**src/rtl/mls_pkg.sv**
```systemverilog
package mls_pkg;
   typedef enum logic [1:0] {
      ST_IDLE   = 2'd0,
      ST_FIRST  = 2'd1,
      ST_SECOND = 2'd2,
      ST_DONE   = 2'd3
   } mls_state_t;

   typedef struct packed {
      logic write;
      logic word;
      logic odd;
   } mls_kind_t;
endpackage

```
**src/rtl/mls_ctrl.sv**
```systemverilog
module mls_ctrl
   import mls_pkg::*;
(
   input  logic       clk,
   input  logic       rst_n,
   input  logic       req_valid,
   input  logic       split,
   input  logic       bus_ack,
   output logic       accept,
   output logic       bus_active,
   output logic       phase2,
   output logic       done
);
   mls_state_t state, state_nx;

   assign accept     = (state == ST_IDLE) && req_valid;
   assign bus_active = (state == ST_FIRST) || (state == ST_SECOND);
   assign phase2     = (state == ST_SECOND);
   assign done       = (state == ST_DONE);

   always_comb begin
      state_nx = state;
      unique case (state)
         ST_IDLE:   if (req_valid) state_nx = ST_FIRST;
         ST_FIRST:  if (bus_ack) state_nx = split ? ST_SECOND : ST_DONE;
         ST_SECOND: if (bus_ack) state_nx = ST_DONE;
         ST_DONE:   state_nx = ST_IDLE;
         default:   state_nx = ST_IDLE;
      endcase
   end

   always_ff @(posedge clk) begin
      if (!rst_n) state <= ST_IDLE;
      else        state <= state_nx;
   end
endmodule

```
**src/rtl/mls_lane_map.sv**
```systemverilog
module mls_lane_map
   import mls_pkg::*;
#(
   parameter int ADDR_W    = 20,
   parameter int LANE_W    = 8,
   parameter bit REPLICATE = 1'b1
) (
   input  logic [ADDR_W-1:0]   addr,
   input  mls_kind_t           kind,
   input  logic                phase2,
   input  logic [2*LANE_W-1:0] wdata,
   output logic [ADDR_W-1:0]   bus_addr,
   output logic                bhe,
   output logic                ble,
   output logic [2*LANE_W-1:0] bus_wdata
);
   localparam int DATA_W = 2 * LANE_W;

   logic [ADDR_W-1:0] base, base_next;
   logic [DATA_W-1:0] byte_data;

   assign base      = {addr[ADDR_W-1:1], 1'b0};
   assign base_next = base + ADDR_W'(2);
   assign bus_addr  = phase2 ? base_next : base;

   always_comb begin
      if (kind.word && !kind.odd) begin
         bhe = 1'b1;
         ble = 1'b1;
      end else if (kind.word) begin
         bhe = !phase2;
         ble = phase2;
      end else begin
         bhe = kind.odd;
         ble = !kind.odd;
      end
   end

   generate
      if (REPLICATE) begin : g_repl
         assign byte_data = {wdata[LANE_W-1:0], wdata[LANE_W-1:0]};
      end else begin : g_zero
         assign byte_data = kind.odd ? {wdata[LANE_W-1:0], {LANE_W{1'b0}}}
                                     : {{LANE_W{1'b0}}, wdata[LANE_W-1:0]};
      end
   endgenerate

   always_comb begin
      if (!kind.word)   bus_wdata = byte_data;
      else if (kind.odd) bus_wdata = {wdata[LANE_W-1:0], wdata[DATA_W-1:LANE_W]};
      else               bus_wdata = wdata;
   end
endmodule

```
**src/rtl/mls_assemble.sv**
```systemverilog
module mls_assemble
   import mls_pkg::*;
#(
   parameter int LANE_W = 8
) (
   input  logic                clk,
   input  logic                rst_n,
   input  logic                capture,
   input  logic                phase2,
   input  mls_kind_t           kind,
   input  logic [2*LANE_W-1:0] bus_rdata,
   output logic [2*LANE_W-1:0] rdata
);
   localparam int DATA_W = 2 * LANE_W;

   logic [LANE_W-1:0] lane_lo, lane_hi;
   assign lane_lo = bus_rdata[LANE_W-1:0];
   assign lane_hi = bus_rdata[DATA_W-1:LANE_W];

   always_ff @(posedge clk) begin
      if (!rst_n) begin
         rdata <= '0;
      end else if (capture) begin
         if (phase2)                      rdata[DATA_W-1:LANE_W] <= lane_lo;
         else if (kind.word && !kind.odd) rdata <= bus_rdata;
         else if (kind.word)              rdata[LANE_W-1:0] <= lane_hi;
         else rdata <= {{LANE_W{1'b0}}, kind.odd ? lane_hi : lane_lo};
      end
   end
endmodule

```
**src/rtl/mem_lane_steer.sv**
```systemverilog
module mem_lane_steer
   import mls_pkg::*;
#(
   parameter int ADDR_W    = 20,
   parameter int LANE_W    = 8,
   parameter bit REPLICATE = 1'b1
) (
   input  logic                clk,
   input  logic                rst_n,
   input  logic                req_valid,
   input  logic                req_write,
   input  logic                req_word,
   input  logic [ADDR_W-1:0]   req_addr,
   input  logic [2*LANE_W-1:0] req_wdata,
   output logic                req_ready,
   output logic [2*LANE_W-1:0] req_rdata,
   output logic                bus_valid,
   output logic [ADDR_W-1:0]   bus_addr,
   output logic                bus_bhe,
   output logic                bus_ble,
   output logic [2*LANE_W-1:0] bus_wdata,
   input  logic [2*LANE_W-1:0] bus_rdata,
   input  logic                bus_ack
);
   localparam int DATA_W = 2 * LANE_W;

   generate
      if (ADDR_W < 2) begin : g_bad_addr
         $error("mem_lane_steer: ADDR_W must be at least 2");
      end
      if (LANE_W < 1) begin : g_bad_lane
         $error("mem_lane_steer: LANE_W must be at least 1");
      end
   endgenerate

   logic              accept, phase2;
   logic [ADDR_W-1:0] r_addr;
   logic [DATA_W-1:0] r_wdata;
   mls_kind_t         r_kind;

   always_ff @(posedge clk) begin
      if (!rst_n) begin
         r_addr  <= '0;
         r_wdata <= '0;
         r_kind  <= '0;
      end else if (accept) begin
         r_addr     <= req_addr;
         r_wdata    <= req_wdata;
         r_kind.write <= req_write;
         r_kind.word  <= req_word;
         r_kind.odd   <= req_addr[0];
      end
   end

   mls_ctrl u_ctrl (
      .clk        (clk),
      .rst_n      (rst_n),
      .req_valid  (req_valid),
      .split      (r_kind.word && r_kind.odd),
      .bus_ack    (bus_ack),
      .accept     (accept),
      .bus_active (bus_valid),
      .phase2     (phase2),
      .done       (req_ready)
   );

   mls_lane_map #(.ADDR_W(ADDR_W), .LANE_W(LANE_W), .REPLICATE(REPLICATE)) u_map (
      .addr      (r_addr),
      .kind      (r_kind),
      .phase2    (phase2),
      .wdata     (r_wdata),
      .bus_addr  (bus_addr),
      .bhe       (bus_bhe),
      .ble       (bus_ble),
      .bus_wdata (bus_wdata)
   );

   mls_assemble #(.LANE_W(LANE_W)) u_asm (
      .clk       (clk),
      .rst_n     (rst_n),
      .capture   (bus_valid && bus_ack && !r_kind.write),
      .phase2    (phase2),
      .kind      (r_kind),
      .bus_rdata (bus_rdata),
      .rdata     (req_rdata)
   );
endmodule

```
**config.mk**
```make
export PLATFORM = sky130hd
export DESIGN_NAME = mem_lane_steer
export DESIGN_NICKNAME = d
export VERILOG_FILES = /design/src/rtl/mls_pkg.sv /design/src/rtl/mls_ctrl.sv /design/src/rtl/mls_lane_map.sv /design/src/rtl/mls_assemble.sv /design/src/rtl/mem_lane_steer.sv
export SDC_FILE = /design/constraint.sdc
export NUM_CORES = 1
export LEC_CHECK = 0
export BUFFER_PORTS_ARGS = -buffer_cell sky130_fd_sc_hd__buf_4
export CORE_MARGIN = 2
export CORE_UTILIZATION = 35
export CTS_CLUSTER_DIAMETER = 60
export DETAILED_ROUTE_END_ITERATION = 8
export GPL_TIMING_DRIVEN = 1
export PLACE_DENSITY_LB_ADDON = 0.05
export SYNTH_ARGS = -nofsm -noshare
export SYNTH_HDL_FRONTEND = slang
export SYNTH_SLANG_ARGS = --single-unit
```
**constraint.sdc**
```tcl
create_clock -name clk -period 1.5 [get_ports clk]
set_input_delay 0.15 -clock clk [delete_from_list [all_inputs] [get_ports clk]]
set_output_delay 0.15 -clock clk [all_outputs]
set_load 0.03 [all_outputs]
```
Word level (Yosys, flattened, before mapping)
Index checks and enable logic that the tools add are counted.

Bits in registers: 57. Bits of input ports: 58. Output and inout port bits: 56. Word-level logic and storage cells: 47.

$add $sub $neg: 1. Eq/ne operators: 7. Multiplexer cells: 17. Bitwise gates (word level): 1. Reductions and logical operators: 13.

Operators by type and width (count): $mux 16 (3); $mux 8 (4); $add 20x2->20 const B (1); $mux 20 (1); $pmux 2 s4 (1); $mux 2 (3); $ne 2x2->1 const B (3); $logic_and 1x1->1 (5); $mux 1 (5); $eq 2x2->1 const B (2); $reduce_and 2->1 (2); $logic_not 1->1 (3); $ne 3x1->1 const B (1); $reduce_and 3->1 (1); $eq 2x1->1 const B (1); $logic_not 2->1 (1); $logic_or 1x1->1 (1); $not 1->1 (1).

Longest topological paths before layout
Depth in word-level cells: 5. Gate-level depth with buffers: 8. Gate-level depth less buffers: 6.

Modules after synthesis
From an unflattened synthesis, not the netlist that was laid out.

Cells, all modules: 305. Area total of the unflattened synthesis: 3017.9 sq um.

By module, submodules not included: mem_lane_steer (instances 1, cells an instance 125, area each 1468.9 sq um, seq. area each 760.7 sq um); mls_assemble (instances 1, cells an instance 83, area each 773.2 sq um, seq. area each 320.3 sq um); mls_lane_map (instances 1, cells an instance 77, area each 591.8 sq um, seq. area each 0.0 sq um); mls_ctrl (instances 1, cells an instance 20, area each 183.9 sq um, seq. area each 40.0 sq um).

Worst setup path after synthesis
OpenSTA, ideal clock, no wires.

Kind: register to output. Start: register u_ctrl.state[0]. End: output bus_addr[10]. Data arrival time: 1791 ps. Required time: 1350 ps. Slack: -441 ps. Cell stages (with the launch flop): 8. Path buffers: 1. Cell sequence: dfxtp_1 inv_1 ha_1 buf_2 nand4_2 nor2_2 and4_1 xor2_1.

Longest elaborated chain between the ends: 2.

Ends and longest elaborated chain: start: declaration (line mls_ctrl.sv:14) `mls_state_t state, state_nx;`; start signal: assignment (line mls_ctrl.sv:34) `else state <= state_nx;`; $eq 2x2->1 (line mls_ctrl.sv:18) `assign phase2 = (state == ST_SECOND);`; $mux 20 (line mls_lane_map.sv:24) `assign bus_addr = phase2 ? base_next : base;`; end: declaration (line mem_lane_steer.sv:18) `output logic [ADDR_W-1:0] bus_addr,`.

Every way passes these cells.

Final worst setup path
Start: register u_ctrl.state[0]. End: output bus_bhe.

Longest elaborated chain between the ends: 4.

Ends and longest elaborated chain: $eq 2x2->1 (line mls_ctrl.sv:18); $logic_not 1->1 (line mls_lane_map.sv:31) `bhe = !phase2;`; $mux 1 (line mls_lane_map.sv:30) `end else if (kind.word) begin`; $mux 1 (line mls_lane_map.sv:27) `if (kind.word && !kind.odd) begin`; end: declaration (line mem_lane_steer.sv:19) `output logic bus_bhe,`.

Every way passes these cells.

==> metrics.md <==
| Metric | Value |
|---|---|
| Setup slack, reg-to-reg | -0.26 ns |
| Post-route ant nets | 0 |
| Sequential share of the synthesized area | 0.381 |
| WP data required | 1.35 ns |
| Vias in the first global route | 2896 |
| Num CTS Buffers | 5 |
| VDD IR-drop max | 0.840 mV |
| Hpwl dp | 5930 µm |
| Die Span X | 95.7 µm |
| CP Capture Type | primary output |
| Post-synth cell types | 40 |
| M3 GR Usage | 0.0329 |
| Final count of hold timing violations | 0 |
| Gr busiest metal | met2 |
| Outcome | complete, but fails checks |
| RR Startpoint | u_ctrl.state[0] |
| Clock Skews | 0.0107 ns |
| Global routing met1 resource utilization | 0.247 |
| Syn nets | 406 |
| DRC | 0 |
| Crit Path Class | reg -> out |
| Hold Path Class | in -> reg |
| Die Span Y | 95.7 µm |
| Post-Syn Area | 2940 µm² |
| Share of layout cells above drive strength 1 | 0.551 |
| CTS Hold Bufs | 0 |
| Synth Warn # | 0 |
| Initial antenna violation count | 0 |
| Mapped Cells | 342 |
| Top cells by area in the synthesized netlist | dfxtp_1, nand2_1, a21boi_0 |
| Clock Sinks | 56 |
| Core area | 8180 µm² |
| Met2 global-route usage | 0.347 |
| Vias per cell | 4.77 |
| Fmax | 543 MHz |
| Leading area contributor after synthesis | dfxtp_1 |
| Critical Path AT | 1.69 ns |
| Clock Tree Root | clkbuf_8 |
| Slew Limit Fails | 0 |
| PwrDens | 1530 nW/µm² |
| Failing checks | setup timing |
| Synth Flop Type | dfxtp_1 |
| Final setup viols | 55 |
| Die area | 9160 µm² |
| Avg WL per Cell | 14.5 µm |
| Starting density of the core | 0.360 |
| Worst-path maximum fanout | 4 |
| Fill count | 703 |
| CTS clk-pin slew, worst paths | 0.11 ns |
| H-tree depth | 2 |
| Worst Setup Start Kind | flip-flop |
| Headroom to the max-slew limit | 0.649 |
| Clock buffer depth | 2 |
| Fin area | 5250 µm² |
| Fin cells | 613 |
| Leakage | 2.54 nW |
| First DRT Iteration DRCs | 33 |
| Asr flop ratio synth | 0 |
| CTS tree | yes |
| Avg Inst Size Synth | 8.61 µm² |
| Area grow syn2layout | 78.3% |
| Final #Nets | 571 |
| Worst Tran Pin Value | 0.526 ns |
| GRT Util Overall | 0.195 |
| Largest net degree at the start of global routing | 57 |
| Worst Setup SP | u_ctrl.state[0] |
| Total number of vias | 2925 |
| Gpl congestion | 0.761 |
| Most frequent cells in the layout | buf_4, nand2_1, buf_6, dfxtp_1, a21boi_0 |
| # diodes | 0 |
| Commonest non-fill, non-tap cell in the layout | buf_4 |
| Max cap viols | 0 |
| First-pass GRT wire length | 14000 µm |
| Final setup margin | -0.341 ns |
| Final worst-path cycle share | 1.23 |
| Port-buffer cells | 112 |
| Register bit count reported by yosys | 56 |
| IO Count | 114 |
| Post-Place Cell Area | 4440 µm² |
| Post-synth EDFFs | 0 |
| Total Routed Length | 8880 µm |
| Placed insts | 579 |
| Pre-CTS setup slack | -0.0725 ns |
| Design Power | 8.02 mW |
| Total grt overflow | 0 |
| Std-Cell Rows | 33 |
| Hold Crit Start | req_wdata[3] |
| Drt pass-1 iters | 4 |
| Tmin final | 1.84 ns |
| RSZ-0062 raised after global routing | yes |
| Yosys top cell area share | 0.381 |
| Latest clock arrival within the worst-skew pair | 0.31 ns |
-- per-layer routing --
layer	routed length (µm)	part of all wire
met5	0	0
met2	4630	0.52
met1	3830	0.43
met4	64	0.0072
met3	350	0.039
-- flip-flops by register name, indices dropped and copies added, names as in the netlist --
name,cells
r_addr,20
r_kind,2
r_wdata,16
u_asm.rdata,16
u_ctrl.state,2
-- synthesized netlist by cell type, types with 2 or more instances --
master    number
nand2_1      110
dfxtp_1       56
a21boi_0      38
mux2_2        17
o211a_1       16
clkbuf_1      11
xnor2_1       10
buf_2          9
mux2i_1        9
xor2_1         8
ha_1           6
nand3_1        6
o211ai_1       6
inv_1          5
buf_4          3
nand4_1        2
nand4_2        2
nor2_1         2
nor2_2         2
nor2b_1        2
nor3_1         2
o211ai_2       2
-- critical path, cell delays in order, from the launching register on --
cell      delay (ns)
dfxtp_2         0.36
inv_4           0.04
ha_4            0.17
buf_4           0.13
buf_6           0.11
buf_6           0.12
buf_6           0.11
nand2_2         0.06
nand2_2         0.06
nand2b_1        0.09
buf_6           0.13
-- power by group --
part           internal (mW)  switching, mW  total [mW]
Clock                  0.668          0.504        1.17
Combinational           2.21           2.43        4.64
Sequential              1.90          0.303        2.21
-- kinds of logic (layout without fill, tap and decap cells) --
group	after synthesis	count (layout)	synth area share
AOI/OAI and AO/OA	68	69	0.190
DFF	56	56	0.381
buffers and inverters	29	194	0.0472
other	1	1	0.00127
muxes	26	26	0.0956
adders and majority gates	6	6	0.0255
and+or+nand+nor	138	138	0.206
xor gates and xnor gates	18	18	0.0535
-- area by class of cell --
type / instances / area (µm²) / area share
clock buffer: 6 / 72.6 / 0.0138
tap: 105 / 131 / 0.0250
inverter: 5 / 23.8 / 0.00453
multi-input combinational: 258 / 2200 / 0.419
sequential: 56 / 1140 / 0.217
timing repair buffer: 181 / 1620 / 0.309
clock inverter: 2 / 60.1 / 0.0114
-- metrics by stage --
stage	hold WS [ns]	TNS, ns	util
detailed placement	0.420	-0.907	0.543
global placement	0.413	-0.400	0.543
global route	0.0805	-15.23	0.642
floorplan	0.287	-0.416	-
finish	0.0842	-11.84	0.642
CTS	0.0798	-10.01	0.617
-- final timing paths --
| kind | end | cells after the start |
|---|---|---|
| hold / removal | r_wdata[3] | 3 |
| setup reg to reg | u_asm.rdata[2] | 9 |
| hold reg to reg | r_wdata[6] | 2 |
| setup / recovery | bus_bhe | 10 |
-- timing repair --
item | CTS | global route
endpoints found under the setup margin | 53 | 67
buffers inserted | 13 | 10
pin swaps | 19 | 17
cloned | 3 | 1
resized for setup | 89 | 34
(Power assumes the default switching activity.)
